===== src/rtl/fcb_pkg.sv =====
package fcb_pkg;
  localparam int unsigned BUS_W     = 32;
  localparam int unsigned CTRL_ADDR = 0;
  localparam int unsigned STAT_ADDR = 1;
  localparam int unsigned COEF_BASE = 2;

  typedef enum logic [0:0] {
    SEQ_IDLE = 1'b0,
    SEQ_RUN  = 1'b1
  } seq_state_e;
endpackage


===== src/rtl/fcb_host_regs.sv =====
module fcb_host_regs
  import fcb_pkg::*;
#(
  parameter int unsigned KW = 3,
  parameter int unsigned KH = 3,
  parameter int unsigned CW = 16,
  parameter int unsigned AW = 8,
  localparam int unsigned NCOEF = KW * KH
) (
  input  logic                  clk,
  input  logic                  rst_n,
  input  logic                  wr_en,
  input  logic                  rd_en,
  input  logic [AW-1:0]         addr,
  input  logic [BUS_W-1:0]      wdata,
  input  logic                  busy,
  output logic [BUS_W-1:0]      rdata,
  output logic                  go,
  output logic [NCOEF*CW-1:0]   stage_flat
);
  logic              go_q, go_d;
  logic [CW-1:0]     stage_q [NCOEF];
  logic [BUS_W-1:0]  rdata_q, rdata_d;

  // control word: enable bit only
  always_comb begin
    go_d = go_q;
    if (wr_en && (addr == AW'(CTRL_ADDR))) go_d = wdata[0];
  end

  always_ff @(posedge clk or negedge rst_n) begin
    if (!rst_n) go_q <= 1'b0;
    else        go_q <= go_d;
  end

  // staging coefficients, one register per kernel slot
  for (genvar g = 0; g < NCOEF; g++) begin : g_stage
    localparam logic [AW-1:0] SLOT_ADDR = AW'(COEF_BASE + g);
    logic          hit;
    logic [CW-1:0] nxt;

    always_comb begin
      hit = wr_en && (addr == SLOT_ADDR);
      nxt = stage_q[g];
      if (hit) nxt = wdata[CW-1:0];
    end

    always_ff @(posedge clk or negedge rst_n) begin
      if (!rst_n) stage_q[g] <= '0;
      else        stage_q[g] <= nxt;
    end

    assign stage_flat[g*CW +: CW] = stage_q[g];
  end

  // read mux, registered on the read strobe
  always_comb begin
    rdata_d = '0;
    if (addr == AW'(CTRL_ADDR)) begin
      rdata_d[0] = go_q;
    end else if (addr == AW'(STAT_ADDR)) begin
      rdata_d[0] = busy;
    end else begin
      for (int i = 0; i < int'(NCOEF); i++) begin
        if (addr == AW'(COEF_BASE + i)) rdata_d = BUS_W'($signed(stage_q[i]));
      end
    end
  end

  always_ff @(posedge clk or negedge rst_n) begin
    if (!rst_n)     rdata_q <= '0;
    else if (rd_en) rdata_q <= rdata_d;
  end

  assign rdata = rdata_q;
  assign go    = go_q;
endmodule


===== src/rtl/fcb_shadow_bank.sv =====
module fcb_shadow_bank #(
  parameter int unsigned NCOEF = 9,
  parameter int unsigned CW    = 16,
  localparam int unsigned FW   = NCOEF * CW
) (
  input  logic          clk,
  input  logic          rst_n,
  input  logic          cap_en,
  input  logic [FW-1:0] stage_flat,
  output logic [FW-1:0] shadow_flat
);
  for (genvar g = 0; g < NCOEF; g++) begin : g_slot
    logic [CW-1:0] sh_q, sh_d;

    always_comb begin
      sh_d = sh_q;
      if (cap_en) sh_d = stage_flat[g*CW +: CW];
    end

    always_ff @(posedge clk or negedge rst_n) begin
      if (!rst_n) sh_q <= '0;
      else        sh_q <= sh_d;
    end

    assign shadow_flat[g*CW +: CW] = sh_q;
  end
endmodule


===== src/rtl/fcb_frame_seq.sv =====
module fcb_frame_seq
  import fcb_pkg::*;
(
  input  logic clk,
  input  logic rst_n,
  input  logic frame_start,
  input  logic frame_done,
  input  logic go,
  output logic capture,
  output logic busy,
  output logic frame_go
);
  seq_state_e state_q, state_d;
  logic       go_pulse_q, go_pulse_d;

  always_comb begin
    state_d    = state_q;
    capture    = 1'b0;
    go_pulse_d = 1'b0;
    unique case (state_q)
      SEQ_IDLE: begin
        if (frame_start && go) begin
          capture    = 1'b1;
          go_pulse_d = 1'b1;
          state_d    = SEQ_RUN;
        end
      end
      SEQ_RUN: begin
        if (frame_done) state_d = SEQ_IDLE;
      end
      default: state_d = SEQ_IDLE;
    endcase
  end

  always_ff @(posedge clk or negedge rst_n) begin
    if (!rst_n) begin
      state_q    <= SEQ_IDLE;
      go_pulse_q <= 1'b0;
    end else begin
      state_q    <= state_d;
      go_pulse_q <= go_pulse_d;
    end
  end

  assign busy     = (state_q == SEQ_RUN);
  assign frame_go = go_pulse_q;
endmodule


===== src/rtl/fcb_coef_bank.sv =====
module fcb_coef_bank #(
  parameter int unsigned KW = 3,
  parameter int unsigned KH = 3,
  parameter int unsigned CW = 16,
  parameter int unsigned AW = 8,
  localparam int unsigned NCOEF = KW * KH
) (
  input  logic                 clk,
  input  logic                 rst_n,
  input  logic                 host_wr,
  input  logic                 host_rd,
  input  logic [AW-1:0]        host_addr,
  input  logic [31:0]          host_wdata,
  output logic [31:0]          host_rdata,
  input  logic                 frame_start,
  input  logic                 frame_done,
  output logic                 frame_go,
  output logic                 frame_busy,
  output logic [NCOEF*CW-1:0]  coef_flat
);
  logic                go;
  logic                capture;
  logic                busy;
  logic [NCOEF*CW-1:0] stage_flat;

  fcb_host_regs #(.KW(KW), .KH(KH), .CW(CW), .AW(AW)) u_regs (
    .clk        (clk),
    .rst_n      (rst_n),
    .wr_en      (host_wr),
    .rd_en      (host_rd),
    .addr       (host_addr),
    .wdata      (host_wdata),
    .busy       (busy),
    .rdata      (host_rdata),
    .go         (go),
    .stage_flat (stage_flat)
  );

  fcb_frame_seq u_seq (
    .clk         (clk),
    .rst_n       (rst_n),
    .frame_start (frame_start),
    .frame_done  (frame_done),
    .go          (go),
    .capture     (capture),
    .busy        (busy),
    .frame_go    (frame_go)
  );

  fcb_shadow_bank #(.NCOEF(NCOEF), .CW(CW)) u_shadow (
    .clk         (clk),
    .rst_n       (rst_n),
    .cap_en      (capture),
    .stage_flat  (stage_flat),
    .shadow_flat (coef_flat)
  );

  assign frame_busy = busy;
endmodule


===== config.mk =====
export PLATFORM = sky130hd
export DESIGN_NAME = fcb_coef_bank
export DESIGN_NICKNAME = d
export VERILOG_FILES = /design/src/rtl/fcb_pkg.sv /design/src/rtl/fcb_host_regs.sv /design/src/rtl/fcb_shadow_bank.sv /design/src/rtl/fcb_frame_seq.sv /design/src/rtl/fcb_coef_bank.sv
export SDC_FILE = /design/constraint.sdc
export NUM_CORES = 1
export LEC_CHECK = 0
export ABC_AREA = 1
export BUFFER_PORTS_ARGS = -buffer_cell sky130_fd_sc_hd__buf_2
export CAP_MARGIN = 20
export CORE_MARGIN = 1.5
export CORE_UTILIZATION = 36
export DETAILED_ROUTE_END_ITERATION = 16
export MAX_ROUTING_LAYER = met4
export SYNTH_ARGS = -nofsm -noshare
export SYNTH_HDL_FRONTEND = slang
export SYNTH_SLANG_ARGS = --single-unit

===== constraint.sdc =====
create_clock -name clk -period 1.51 [get_ports clk]
set_clock_uncertainty 0.2 [all_clocks]
set_input_delay 0.302 -clock clk [delete_from_list [all_inputs] [get_ports clk]]
set_output_delay 0.302 -clock clk [all_outputs]
set_load 0.01 [all_outputs]

-- Yosys cells after proc, flatten, opt, wreduce, memory -nomap -nowiden
Index checks and enable logic that the tools add are counted.
- flip-flop bits (word level): 323
- latch bits: 0
- bits in writable memories: 0
- ROM bits: 0
- output and inout port bits: 178
- word-level logic and storage cells: 62
- memories: 0
- add/subtract/negate cells: 0
- multiply operators: 0
- div/mod/pow operators: 0
- magnitude comparators: 0
- eq/ne operators: 10
- shift operators: 0
- multiplexer cells: 17
- bitwise operators: 1
- reduce and logical (&&, ||, !) cells: 12
- operators with widths (operator ; number):
    $mux W32 ; 9
    $mux W31 ; 2
    $eq A8 B3 Y1 const B ; 4
    $eq A8 B4 Y1 const B ; 3
    $eq A8 B2 Y1 const B ; 2
    $logic_and A1 B1 Y1 ; 11
    $eq A8 B1 Y1 const B ; 1
    $logic_not A8 Y1 ; 1
    $mux W1 ; 5
    $pmux W1 S2 ; 1
    $not A1 Y1 ; 1

-- Logic depth before layout (Yosys ltp)
Gate-level depths: netlist (run 1).
- word-level depth: 12
- depth in mapped cells: 15
- gate-level depth less buffers: 13

-- Modules after synthesis
From an unflattened synthesis (run 1), not the netlist that was laid out.
- cells, all modules: 1536
- area total of the unflattened synthesis: 12803.5 µm²
- by module, submodules not included (module ; instances ; cells an instance ; area each (µm²)):
    fcb_host_regs ; 1 ; 920 ; 7297.0
    fcb_shadow_bank ; 1 ; 608 ; 5427.7
    fcb_frame_seq ; 1 ; 8 ; 78.8

-- Least setup slack after synthesis (run 1)
No wires, ideal clock.
- kind: input to register
- start point: input port host_addr[6]
- end point: register u_regs.rdata_q[30], in the netlist u_regs.rdata[30]
- arrival: 1.385 ns
- setup slack: -0.192 ns
- stages: 10
- cell sequence: inv_1 nand2_1 nor2_2 buf_4 nand2_2 o21ai_1 buf_4 a21oi_1 nand2_1 nand2_1
- cells in the longest elaborated chain, start to end: 12
- elaborated cells on any way between the ends: 22
- classes of those cells: 10 x eq/ne; 11 x mux; 1 x reduce/logical
- RTL lines (element ; line ; text):
    from (decl) ; fcb_coef_bank.sv:12 ; input logic [AW-1:0] host_addr,
    $eq A8 B2 Y1 ; fcb_host_regs.sv:65 ; if (addr == AW'(COEF_BASE + i)) rdata_d = BUS_W'($signed(stage_q[i]));
    $mux W32 (9 in a row) ; fcb_host_regs.sv:65 ;
    $mux W31 ; fcb_host_regs.sv:61 ; end else if (addr == AW'(STAT_ADDR)) begin
    $mux W31 (*) ; fcb_host_regs.sv:59 ; if (addr == AW'(CTRL_ADDR)) begin
    to (signal assigned) ; fcb_host_regs.sv:72 ; else if (rd_en) rdata_q <= rdata_d;
    to (decl) ; fcb_host_regs.sv:23 ; logic [BUS_W-1:0] rdata_q, rdata_d;
Mark *: on every way between the ends. The rest lies on a longest branch, timed or not.
A chain may end at the register's enable or synchronous reset.

==> impl_metrics.tcl, run 1 <==
set metrics [dict create \
    nets 1999 \
    coreArea_um2 34700 \
    synth-compound-area-share_pct 9.97 \
    dp_hpwl_um 32000 \
    synth.area.mux_share_pct 0 \
    synth-seq-cells 307 \
    cts_made_buffers 34 \
    setup_ws_ns -0.194 \
    pwr-share-seq_pct 44.6 \
    switchingPower_uw 4980 \
    preCtsSetupSlack_ns -0.735 \
    yosys.area_share.simple_pct 22.6 \
    clk_pin_slew_ns 0.06 \
    synthDistinctLibCells 25 \
    intPower_uw 15200 \
    fin_util_pct 56.9 \
    slew_headroom_pct 75.3 \
    synth-xor-area-share_pct 0 \
    die_area_um2 36500 \
    numPortBuffers 207 \
    final_common_cell "nand2_1" \
    drive_gt1_share_pct 40.0 \
    final.min_clock_period_ns 1.70 \
    diodes 0 \
    drv_slew 0 \
    initial_core_util_pct 36.7 \
    worstSetupPathType "register to primary output" \
    antenna_found_initial 2 \
    clk_latency_ns 0.52 \
    cts_tree "built" \
    clockBufferDepth 3 \
    tightest_slew_ns 0.371 \
    placed_cell_area_um2 15600 \
    synth_area_um2 12700 \
    ioPinCount 224 \
    yosys_warnings 0 \
    setup_violations 341 \
    crit_fanout 9 \
    htreeDepth 2 \
    final_cell_mix "nand2_1, dfrtp_1, buf_2, buf_4, o21ai_1" \
    grt_pass1_vias 10981 \
    postSynthAreaPerCell_um2 8.51 \
    grt_pass1_wl_um 67200 \
    required_ns 1.01 \
    gp_congestion 0.918 \
    yosys.area_share.adder_pct 0 \
    grt_usage_pct 25.5 \
    via_count 11868 \
    synth.top_cells.by_area "dfrtp_1, nand2_1, o21ai_0" \
    max_freq_ghz 0.587 \
    holdWs_ns 0.0246 \
    worstHoldPathType "input pin to register" \
    synth_nets 1544 \
    cts_sinks 307 \
    drtIter0Drc 1042 \
    cp-start-kind "register" \
    p_comb_share_pct 11.6 \
    synthDominantCellAreaShare_pct 60.3 \
    p_per_area_nw_per_um2 1020 \
    overflow 0 \
    fin_crit_sh_pct 113 \
    cap_violations 0 \
    ant_nets 0 \
    syn_inst 1498 \
    hold_violations 0 \
    power_uw 20100 \
    synthToLayoutAreaGrowth_pct 54.8 \
    fillers 3104 \
    p_leak_uw 0.0106 \
    synth_top_family_by_area "simple AND/OR/NAND/NOR gates" \
    critPathArrivalTime_ns 1.20 \
    wl_per_cell_um 20.3 \
    fp.dieW_um 191 \
    final_area_um2 19700 \
    synth_top_area_cell "dfrtp_1" \
    p_clk_share_pct 43.8 \
    row_count 68 \
    drt_first_pass_iters 5 \
    die_h_um 191 \
    vias_per_cell 4.88 \
    violations "negative setup slack" \
    cp-end-kind "primary output" \
    grt_max_degree 60 \
    multi_input_area_um2 5220 \
    route.detailed.drc 0 \
    outcome "finished, violations left" \
    regArea_um2 7680 \
    drt-total-wl_um 49400 \
    rsz0062_at_grt "yes" \
    ir_drop_mv 0.654 \
    swShare_pct 24.8 \
    seq_area_frac_synth_pct 60.3 \
    ctsRootBufferMaster "clkbuf_16" \
]
## state kept, by name, indices dropped and copies added (netlist names)
| name | flops |
|---|---|
| u_regs.go | 1 |
| u_regs.rdata | 16 |
| u_regs.stage_flat | 144 |
| u_seq.busy | 1 |
| u_seq.frame_go | 1 |
| u_shadow.g_slot.sh_q | 144 |
## power by group through the flow
stage | Sequential [uW] | Combinational (uW) | Clock, uW
6_report | 8970 | 2340 | 8820
5_1_grt | 9000 | 2530 | 9290
4_1_cts | 8930 | 1890 | 8910
3_5_place_dp | 9070 | 1740 | 0
3_3_place_gp | 9070 | 1710 | 0
2_1_floorplan | 9090 | 575 | 0
## metal layers
| metal | global-route usage, % | routed length (um) | vias to the layer above | part of all wire (%) |
|---|---|---|---|---|
| met1 | 36.3 | 22500 | 5813 | 45 |
| met2 | 38.0 | 23000 | 373 | 47 |
| met3 | 3.97 | 2880 | 62 | 5.8 |
| li1 | - | - | 5620 | - |
| met4 | 6.28 | 1060 | 0 | 2.1 |
| met5 | - | 0 | - | 0 |
## cell usage after synthesis
master	number
buf_6	3
clkbuf_1	46
clkbuf_2	1
nor2_4	4
nor2_1	39
nor2_2	3
clkinv_1	1
nor3_2	1
nand2_1	621
buf_1	2
nor3_1	9
nand4_1	14
o21ai_0	206
buf_2	16
o2111ai_1	1
a31oi_1	1
a21oi_1	27
dfrtp_1	307
inv_2	6
buf_4	19
nand2_2	8
nand2_4	2
inv_1	117
o21ai_1	18
nand3_1	26
## path summary, 6_finish.rpt
check	startpoint	to	cells after the start	slack, ns
hold reg to reg	u_shadow.g_slot[5].sh_q[12]$_DFFE_PN0P_	u_shadow.g_slot[5].sh_q[12]$_DFFE_PN0P_	2	0.27
setup / recovery	u_regs.rdata[30]$_DFFE_PN0P_	host_rdata[21]	2	-0.19
setup reg to reg	u_regs.go$_DFFE_PN0P_	u_shadow.g_slot[6].sh_q[4]$_DFFE_PN0P_	6	-0.10
max in group asynchronous	rst_n	u_shadow.g_slot[6].sh_q[8]$_DFFE_PN0P_	3	0.43
hold / removal	host_wdata[9]	u_regs.stage_flat[25]$_DFFE_PN0P_	4	0.02
min in group asynchronous	rst_n	u_shadow.g_slot[1].sh_q[4]$_DFFE_PN0P_	2	0.04
## worst max-delay path: stages (launching register included)
cell and delay [ns]:
dfrtp_2 0.41, buf_6 0.14, buf_2 0.14
## through the flow
step                      TNS [ns]  instances
after detailed placement    -80.09       2219
after global routing        -32.82       2430
final                       -17.36       2430
after floorplan              -6.34       1498
after global placement      -77.86       2219
after CTS                   -10.05       2341
## final cells by class
class                   count  share of cell area, %
well taps                 455                   2.88
flip-flops and latches    307                   38.9
clock inverters             8                  0.856
repair inverters            1                 0.0380
inverters                 124                   2.62
multi-input cells         981                   26.5
repair buffers            504                   23.1
clock buffers              50                   5.08
## cells by family (layout without fill, tap and decap cells)
group | Yosys count | count (layout)
buffers and inverters | 211 | 687
and+or+nand+nor | 727 | 728
AOI/OAI and AO/OA | 253 | 253
DFF | 307 | 307
## what timing repair did
| action | CTS | global route |
|---|---|---|
| setup endpoints to repair | 240 | 423 |
| buffers inserted | 57 | 65 |
| pin swaps | 28 | 81 |
| hold buffers | 4 | 0 |
| endpoints found under the hold margin | 311 | 0 |
| cloned | 3 | 27 |
| gates resized for setup | 96 | 353 |
(Power assumes the default switching activity.)
==> inputs of run 2 (changes only) <==
--- a/config.mk
+++ b/config.mk
@@ -5,7 +5,6 @@
 export SDC_FILE = /design/constraint.sdc
 export NUM_CORES = 1
 export LEC_CHECK = 0
-export ABC_AREA = 1
 export BUFFER_PORTS_ARGS = -buffer_cell sky130_fd_sc_hd__buf_2
 export CAP_MARGIN = 20
 export CORE_MARGIN = 1.5
==> impl_metrics.tcl, run 2 <==
set metrics [dict create \
    outcome "finished, violations left" \
    slew_headroom_pct 58.1 \
    gp_congestion 0.947 \
    synth.most_common_cell "nand2_1" \
    synthDominantCellAreaShare_pct 57.9 \
    setup_ws_ns -0.337 \
    initial_core_util_pct 36.4 \
    ant_nets 0 \
    die_h_um 195 \
    cts_sinks 307 \
    cts_made_buffers 35 \
    fin_util_pct 57.5 \
    fp.dieW_um 195 \
    synth_area_um2 13300 \
    synth_edf_count 0 \
    die_area_um2 38000 \
    crit_fanout 2 \
    grt_max_degree 53 \
    startpoint "u_regs.stage_flat[123]$_DFFE_PN0P_" \
    seq_area_frac_synth_pct 57.9 \
    p_clk_share_pct 42.7 \
    switchingPower_uw 4940 \
    placed_cell_area_um2 16300 \
    rrSetupSlack_ns -0.34 \
    coreArea_um2 36400 \
    rr_endpoint "u_regs.rdata[11]$_DFFE_PN0P_" \
    p_leak_uw 0.0117 \
    diodes 0 \
    syn_inst 1221 \
    overflow 0 \
    final_area_um2 21000 \
    dominantRegCellSynth "dfrtp_1" \
    swShare_pct 25.3 \
    rr_worst_depth 4 \
    wl_per_cell_um 23.2 \
    p_per_area_nw_per_um2 933 \
    route.detailed.drc 0 \
    cts_tree "built" \
    cp-start-kind "register" \
    ir_drop_mv 0.601 \
    hold_violations 0 \
    drive_gt1_share_pct 57.2 \
    synth_top_area_cell "dfrtp_1" \
    drtIter0Drc 809 \
    cap_violations 0 \
    grt_pass1_vias 11125 \
    yosys_warnings 0 \
    critPathArrivalTime_ns 2.05 \
    drt_first_pass_iters 5 \
    setup_violations 422 \
    final_common_cell "nand2_1" \
    synth-seq-cells 307 \
    final_cell_mix "nand2_1, dfrtp_1, buf_4" \
    preCtsSetupSlack_ns -0.851 \
    intPower_uw 14600 \
    grt_pass1_wl_um 69900 \
    rsz0062_at_grt "yes" \
    synthDistinctLibCells 60 \
    drv_slew 0 \
    max_freq_ghz 0.541 \
    synthToLayoutAreaGrowth_pct 57.9 \
    dpl.cell_count 2015 \
    clk_latency_ns 0.52 \
    antenna_found_initial 0 \
    ctsRootBufferMaster "clkbuf_16" \
    synth.top_cells.by_area "dfrtp_1, nand2_1, mux2_2" \
    worstSetupPathType "register to register" \
    synth_nets 1267 \
    violations "negative setup slack" \
    numPortBuffers 207 \
    clockBufferDepth 3 \
    p_comb_share_pct 12.0 \
    htreeDepth 2 \
    drt-total-wl_um 51900 \
    tightest_slew_ns 0.628 \
    final.min_clock_period_ns 1.85 \
    worstHoldPathType "input pin to register" \
    dp_hpwl_um 32600 \
    via_count 11525 \
    synthTopCellsByCount "nand2_1, dfrtp_1, mux2_2" \
    pwr-share-seq_pct 45.3 \
    cp-end-kind "register" \
    vias_per_cell 5.16 \
    row_count 70 \
    nets 1792 \
    ioPinCount 224 \
    required_ns 1.71 \
    clk_pin_slew_ns 0.06 \
    grt_usage_pct 25.4 \
    r2r_start "u_regs.stage_flat[123]$_DFFE_PN0P_" \
    layoutNonFillerInstCount 2233 \
    fin_crit_sh_pct 122 \
    async_flop_share_pct 100 \
    cp-endpoint "u_regs.rdata[11]$_DFFE_PN0P_" \
    power_uw 19600 \
    postSynthAreaPerCell_um2 10.9 \
]
[run 2: logic make-up after synthesis]
family          after synthesis  share of synthesized area [%]
compound gates              104                           5.89
buf+inv                      98                           4.05
flops                       307                           57.9
mux                         181                           15.7
simple gates                531                           16.5
[run 2: final cells by class]
class / count / area, um2
fillers: 3039 / 15500
repair buffers: 571 / 5060
clock inverters: 10 / 83.8
well taps: 468 / 586
clock buffers: 46 / 1030
repair inverters: 1 / 16.3
multi-input cells: 818 / 6440
inverters: 12 / 61.3
flip-flops and latches: 307 / 7690
[run 2: power groups by stage]
stage | clock network [uW] | registers, uW | logic [uW]
floorplan | 0 | 8960 | 624
global placement | 0 | 8970 | 1750
detailed placement | 0 | 8970 | 1770
CTS | 8450 | 8830 | 2030
global route | 8820 | 8880 | 2490
finish | 8350 | 8860 | 2350
[run 2: per-stage QoR]
stage               hold slack (ns)  setup TNS, ns
floorplan                    -0.194         -75.08
global placement             0.0385        -114.32
detailed placement           0.0375        -118.34
CTS                          0.0465         -43.55
global route                 0.0595         -59.94
finish                       0.0672         -48.07
[run 2: how the worst min path moves through the flow]
stage,cells after the start,end,startpoint,slack (ns)
after floorplan,0,u_regs.go$_DFFE_PN0P_,rst_n,-0.19
after global placement,1,u_shadow.g_slot[5].sh_q[5]$_DFFE_PN0P_,rst_n,0.04
after detailed placement,1,u_shadow.g_slot[6].sh_q[14]$_DFFE_PN0P_,rst_n,0.04
after CTS,2,u_regs.stage_flat[79]$_DFFE_PN0P_,host_wdata[15],0.05
after global routing,2,u_regs.stage_flat[79]$_DFFE_PN0P_,host_wdata[15],0.06
final,2,u_regs.stage_flat[79]$_DFFE_PN0P_,host_wdata[15],0.07
[run 2: worst max-delay path: stages, from the launching register on]
cell and delay, ns:
dfrtp_1 0.39, a21o_1 0.18, a222oi_1 0.57, o31ai_4 0.17
a22o_1 0.22
[run 2: routing by layer]
layer	up-vias	part of all wire (%)	wire length (um)	GRT usage, %
li1	5152	-	-	-
met1	5886	42	21900	33.3
met2	403	49	25400	39.8
met3	84	5.6	2880	3.92
met4	0	3.2	1670	9.42
met5	-	0	0	-
[run 2: timing repair]
item                       CTS  global route
buffers inserted            77            60
cloned                      10            24
pin swaps                   44           156
hold endpoints to repair   308             0
hold buffers                 2             0
gates resized for setup    166           318
setup endpoints to repair  380           475
